File: src/rtl/core_guard_pkg.sv
package core_guard_pkg;

   // override request presented to the PWM output stage
   typedef enum logic [1:0] {
      OVR_NONE = 2'b00,
      OVR_LOW  = 2'b01,
      OVR_TRI  = 2'b10
   } ovr_e;

   // index of each flag inside the synchroniser bus
   localparam int FLAG_OV  = 0;
   localparam int FLAG_REL = 1;
   localparam int FLAG_UV  = 2;
   localparam int NFLAGS   = 3;

endpackage

File: src/rtl/cg_sync.sv
module cg_sync #(
   parameter int WIDTH  = 3,
   parameter int STAGES = 2
) (
   input  logic             clk,
   input  logic             rst_n,
   input  logic [WIDTH-1:0] din,
   output logic [WIDTH-1:0] dout
);

   localparam int LAST = STAGES - 1;

   if (STAGES < 2) begin : g_bad_stages
      $error("cg_sync: STAGES must be at least 2");
   end
   if (WIDTH < 1) begin : g_bad_width
      $error("cg_sync: WIDTH must be positive");
   end

   logic [WIDTH-1:0] stg [STAGES];

   for (genvar g = 0; g < STAGES; g++) begin : g_stg
      if (g == 0) begin : g_first
         always_ff @(posedge clk or negedge rst_n) begin
            if (!rst_n) stg[g] <= '0;
            else        stg[g] <= din;
         end
      end else begin : g_next
         always_ff @(posedge clk or negedge rst_n) begin
            if (!rst_n) stg[g] <= '0;
            else        stg[g] <= stg[g-1];
         end
      end
   end

   assign dout = stg[LAST];

endmodule

File: src/rtl/cg_ov_latch.sv
module cg_ov_latch
   import core_guard_pkg::*;
(
   input  logic clk,
   input  logic rst_n,
   input  logic por_good,
   input  logic ov_hit,
   input  logic rel_hit,
   output logic latched,
   output ovr_e mode
);

   always_ff @(posedge clk or negedge rst_n) begin
      if (!rst_n) begin
         latched <= 1'b0;
         mode    <= OVR_NONE;
      end else if (!por_good) begin
         // only a supply-healthy drop releases the latch
         latched <= 1'b0;
         mode    <= OVR_NONE;
      end else if (!latched) begin
         if (ov_hit) begin
            latched <= 1'b1;
            mode    <= OVR_LOW;
         end
      end else if (ov_hit) begin
         mode <= OVR_LOW;
      end else if (rel_hit) begin
         mode <= OVR_TRI;
      end
      // between the two levels the previous choice is held
   end

endmodule

File: src/rtl/cg_pgood.sv
module cg_pgood (
   input  logic clk,
   input  logic rst_n,
   input  logic por_good,
   input  logic ss_done,
   input  logic ov_hit,
   input  logic uv_hit,
   input  logic latched,
   output logic pgood
);

   logic in_limits;

   assign in_limits = !ov_hit && !uv_hit && !latched;

   always_ff @(posedge clk or negedge rst_n) begin
      if (!rst_n) pgood <= 1'b0;
      else        pgood <= por_good && ss_done && in_limits;
   end

endmodule

File: src/rtl/core_guard.sv
module core_guard
   import core_guard_pkg::*;
#(
   parameter int SYNC_STAGES = 2
) (
   input  logic       clk,
   input  logic       rst_n,
   input  logic       por_good,
   input  logic       ss_done,
   input  logic       ov_above,
   input  logic       rel_below,
   input  logic       uv_below,
   output logic       pgood,
   output logic [1:0] pwm_ovr
);

   logic [NFLAGS-1:0] flags_raw;
   logic [NFLAGS-1:0] flags_s;
   logic              latched;
   ovr_e              mode;

   assign flags_raw[FLAG_OV]  = ov_above;
   assign flags_raw[FLAG_REL] = rel_below;
   assign flags_raw[FLAG_UV]  = uv_below;

   cg_sync #(
      .WIDTH  (NFLAGS),
      .STAGES (SYNC_STAGES)
   ) u_sync (
      .clk   (clk),
      .rst_n (rst_n),
      .din   (flags_raw),
      .dout  (flags_s)
   );

   cg_ov_latch u_latch (
      .clk      (clk),
      .rst_n    (rst_n),
      .por_good (por_good),
      .ov_hit   (flags_s[FLAG_OV]),
      .rel_hit  (flags_s[FLAG_REL]),
      .latched  (latched),
      .mode     (mode)
   );

   cg_pgood u_pg (
      .clk      (clk),
      .rst_n    (rst_n),
      .por_good (por_good),
      .ss_done  (ss_done),
      .ov_hit   (flags_s[FLAG_OV]),
      .uv_hit   (flags_s[FLAG_UV]),
      .latched  (latched),
      .pgood    (pgood)
   );

   assign pwm_ovr = mode;

endmodule

File: config.mk
export PLATFORM = sky130hd
export DESIGN_NAME = core_guard
export DESIGN_NICKNAME = d
export VERILOG_FILES = /design/src/rtl/core_guard_pkg.sv /design/src/rtl/cg_sync.sv /design/src/rtl/cg_ov_latch.sv /design/src/rtl/cg_pgood.sv /design/src/rtl/core_guard.sv
export SDC_FILE = /design/constraint.sdc
export NUM_CORES = 1
export LEC_CHECK = 0
export BUFFER_PORTS_ARGS = -buffer_cell sky130_fd_sc_hd__buf_2
export CAP_MARGIN = 25
export CORE_AREA = 4 4 41 43
export CTS_CLUSTER_DIAMETER = 120
export DETAILED_ROUTE_END_ITERATION = 7
export DIE_AREA = 0 0 45 47
export PLACE_DENSITY = 0.5
export SYNTH_ARGS = -nofsm -noshare
export SYNTH_HDL_FRONTEND = slang
export SYNTH_SLANG_ARGS = --single-unit
File: constraint.sdc
create_clock -name clk -period 0.95 [get_ports clk]
set_input_delay 0.095 -clock clk [delete_from_list [all_inputs] [get_ports clk]]
set_output_delay 0.095 -clock clk [all_outputs]
set_load 0.02 [all_outputs]
Word level (Yosys, flattened, before mapping)
Index checks and enable logic that the tools add are counted.

storage, ports and cells
  register bits after elaboration = 10
  word-level logic and storage cells = 23

operators by class
  eq/ne operators = 2
  mux-type cells = 8
  reductions and logical operators = 8

operators by type and width
  kind                  number
  $mux W2               5
  $ne A3 B1 Y1 const B  2
  $logic_and A1 B1 Y1   4
  $logic_not A1 Y1      3
  $mux W1               3
  $reduce_and A2 Y1     1

Longest topological paths before layout
  word-level depth = 4
  mapped depth = 2
  mapped depth without buffers = 2

By module
A second synthesis with hierarchy kept.

unflattened totals
  cells, all modules = 20
  area total of the unflattened synthesis = 329.1 sq um

by module, submodules not included
  module       instances  cells each  area an instance (sq um)  sequential area each (sq um)
  cg_sync      1          9           172.7                     150.1
  cg_ov_latch  1          8           115.1                     75.1
  cg_pgood     1          3           41.3                      25.0

Worst setup path after synthesis
No wires, ideal clock.

  path type = register -> register
  from = reg u_latch.mode[0] (netlist name)
  to = reg u_latch.mode[0]
  library setup time = 0.119 ns
  arrival = 0.734 ns
  data required time = 0.831 ns
  slack = 0.098 ns
  cell stages (with the launch flop) = 3
  path through = dfrtp_1 > a21boi_0 > o21a_1

RTL lines
  what                  RTL line           source
  end signal, assigned  cg_ov_latch.sv:16  mode <= OVR_NONE;
  end signal, assigned  cg_ov_latch.sv:20  mode <= OVR_NONE;
  end signal, assigned  cg_ov_latch.sv:24  mode <= OVR_LOW;
  end, declared         cg_ov_latch.sv:10  output ovr_e mode

Worst setup path after layout
  from = reg u_latch.mode[1]
  to = out pwm_ovr[1]

RTL lines
  what           RTL line          source
  end, declared  core_guard.sv:14  output logic [1:0] pwm_ovr

No word-level cell between the ends.

==> impl_metrics.env <==
export IMPL_status="finished clean"
export IMPL_start_kind="register"
export IMPL_synth_top_cell_by_area="dfrtp_1"
export IMPL_reg2reg_slack_ns=0.09
export IMPL_synth_top_cells_by_area="dfrtp_1 83%, nor4b_2 5.0%, o21a_1 5.0%, a21boi_0 2.5%, nand2b_1 2.1%"
export IMPL_grt_ovfl_total=0
export IMPL_slew_headroom_pct=85.71
export IMPL_maxCapViolCount=0
export IMPL_slew_violations=0
export IMPL_ant_nets=0
export IMPL_synth_warning_count=0
export IMPL_ys_ff_latch=10
export IMPL_fin_tns_setup_ns=0
export IMPL_pin_count=10
export IMPL_cts_max_level=1
export IMPL_synthTopCellsByCount="10 x dfrtp_1, 2 x o21a_1"
export IMPL_first_global_vias=218
export IMPL_areaGrowthSynthToFinish_pct=46.28
export IMPL_critPathKind="register to output pin"
export IMPL_root_buffer="clkbuf_4"
export IMPL_worst_pin_slew_ns=0.2144
export IMPL_wl_per_cell_um=9.204
export IMPL_synth_edf_count=0
export IMPL_ys_flop_type="dfrtp_1"
export IMPL_avgSynthCellArea_um2=17.81
export IMPL_rsz0062_at_grt="no"
export IMPL_drcViolationCount=0
export IMPL_first_pass_iters=1
export IMPL_cts_tree="built"
export IMPL_cts_buffers=3
export IMPL_yosysMostFrequentCell="dfrtp_1"
export IMPL_crit_buf_inv=1
export IMPL_cts_resized=0
export IMPL_cts_hold_buffers=4
export IMPL_grt_pass1_wl_um=848
export IMPL_finalWirelength_um=451
export IMPL_fp_row_count=13
export IMPL_netlist_area_um2=302.8
export IMPL_start_util_pct=23.27
export IMPL_ir_drop_mv=0.6673
export IMPL_hold_violations=0
export IMPL_netlist_instances=17
export IMPL_final_setup_skew_ns=0.002283
export IMPL_max_stage_delay_ns=0.38
export IMPL_placed_area_um2=366.6
export IMPL_drt_initial_drc_count=0
export IMPL_postCtsSetupRepairBufs=0
export IMPL_vias_per_cell=3.735
export IMPL_grt_max_degree=11
export IMPL_die_area_mm2=0.002115
export IMPL_die_h_um=47
export IMPL_fin_total_pwr_uw=876.7
export IMPL_synth_nets=24
export IMPL_clk_latency_ns=0.25
export IMPL_worstPathMaxFanout=2
export IMPL_num_vias=183
export IMPL_synth_seq_area_share_pct=82.64
export IMPL_grtUsageTotal_pct=5.675
export IMPL_arrival_ns=0.79
export IMPL_cp_data_required_time_ns=0.85
export IMPL_gp_congestion=0.6137
export IMPL_clk_pin_slew_worst_paths_ns=0.06
export IMPL_min_period_over_period_pct=93.40
export IMPL_final_cell_area_um2=442.9
export IMPL_cts_sinks=10
export IMPL_antenna_found_initial=0
export IMPL_drive_gt1_share_pct=41.18
export IMPL_clk_path_buf_depth=2
export IMPL_period_minus_slack_ns=0.8873
export IMPL_path_cells="buf_2"
export IMPL_min_delay_path_class="input pin to register"
export IMPL_insertedDiodeCount=0
export IMPL_max_freq_mhz=1127
export IMPL_leakage_nw=0.2130
export IMPL_synth_cell_type_count=7
export IMPL_slowest_stage="dfrtp_1"
export IMPL_io_buffers=9
export IMPL_cp_end_kind="output pin"
export IMPL_powerDensity_mw_per_mm2=1979
export IMPL_chipWidth_um=45
export IMPL_finalSetupViolations=0
export IMPL_async_flop_share_pct=100.0
export IMPL_path_delay_family="flip-flops"
export IMPL_nets=42
export IMPL_num_fill_cells=131
export IMPL_core_area_mm2=0.001301
export IMPL_synth_top_area_share_pct=82.64
==> cells by family (layout without fill, tap and decap cells) <==
logic type | after synthesis | in the layout | share of synthesized area (%)
buffers and inverters | 0 | 17 | 0
AND/OR/NAND/NOR | 3 | 3 | 8.263
AO/OA/AOI/OAI | 4 | 4 | 9.089
flip-flops | 10 | 10 | 82.64
==> power by group <==
part	internal, mW	switching (mW)	total, mW	leakage, nW
Clock	0.232	0.131	0.363	0.0210
Sequential	0.447	0.00986	0.456	0.123
Combinational	0.0315	0.0262	0.0577	0.0695
==> placed cells by master, fill, tap and decap left out <==
cell           instances
dfrtp_1               10
buf_2                  9
dlygate4sd3_1          4
clkbuf_4               3
o21a_1                 2
nand2b_1               1
nor4b_2                1
a21boi_0               1
a21oi_1                1
nor2_1                 1
clkbuf_8               1
==> state kept, by name, indices dropped and copies added, names as in the netlist <==
register         cells
u_sync.dout          3
u_latch.latched      1
u_sync.stg           3
u_pg.pgood           1
u_latch.mode         2
==> path summary, 6_finish.rpt <==
kind                                 startpoint               to  cells after the start
worst max-delay path            u_latch.mode[1]       pwm_ovr[1]                      1
worst min-delay path                   por_good  u_latch.latched                      2
worst max register to register   u_sync.dout[0]       u_pg.pgood                      2
worst min register to register    u_sync.stg[5]   u_sync.dout[2]                      0
max in group asynchronous                 rst_n   u_sync.dout[0]                      2
min in group asynchronous                 rst_n   u_sync.dout[1]                      2
==> layer usage <==
layer | GRT usage [%] | vias up | wire length, um
li1 | - | 91 | -
met1 | 7.059 | 84 | 207
met2 | 8.192 | 8 | 194
met3 | 2.299 | 0 | 49
met4 | 3.509 | 0 | 0
met5 | 0 | - | 0
==> stage by stage <==
stage / utilization (%) / std cells / setup WS [ns] / hold slack [ns]
floorplan: - / 17 / 0.09774 / -0.2006
CTS: 34.04 / 49 / 0.04627 / 0.08013
finish: 34.04 / 49 / 0.06272 / 0.08625
global route: 34.04 / 49 / 0.01879 / 0.07656
global placement: 28.17 / 41 / 0.1296 / -0.04003
detailed placement: 28.17 / 41 / 0.08145 / -0.03568
==> cell type report <==
| class | instances | area [um^2] | share of cell area [%] |
|---|---|---|---|
| clock buffer | 4 | 36.28 | 8.192 |
| multi-input combinational | 7 | 52.55 | 11.86 |
| sequential | 10 | 250.2 | 56.50 |
| tap | 15 | 18.77 | 4.237 |
| timing repair buffer | 13 | 85.08 | 19.21 |
Power figures use the tool's default switching activity.
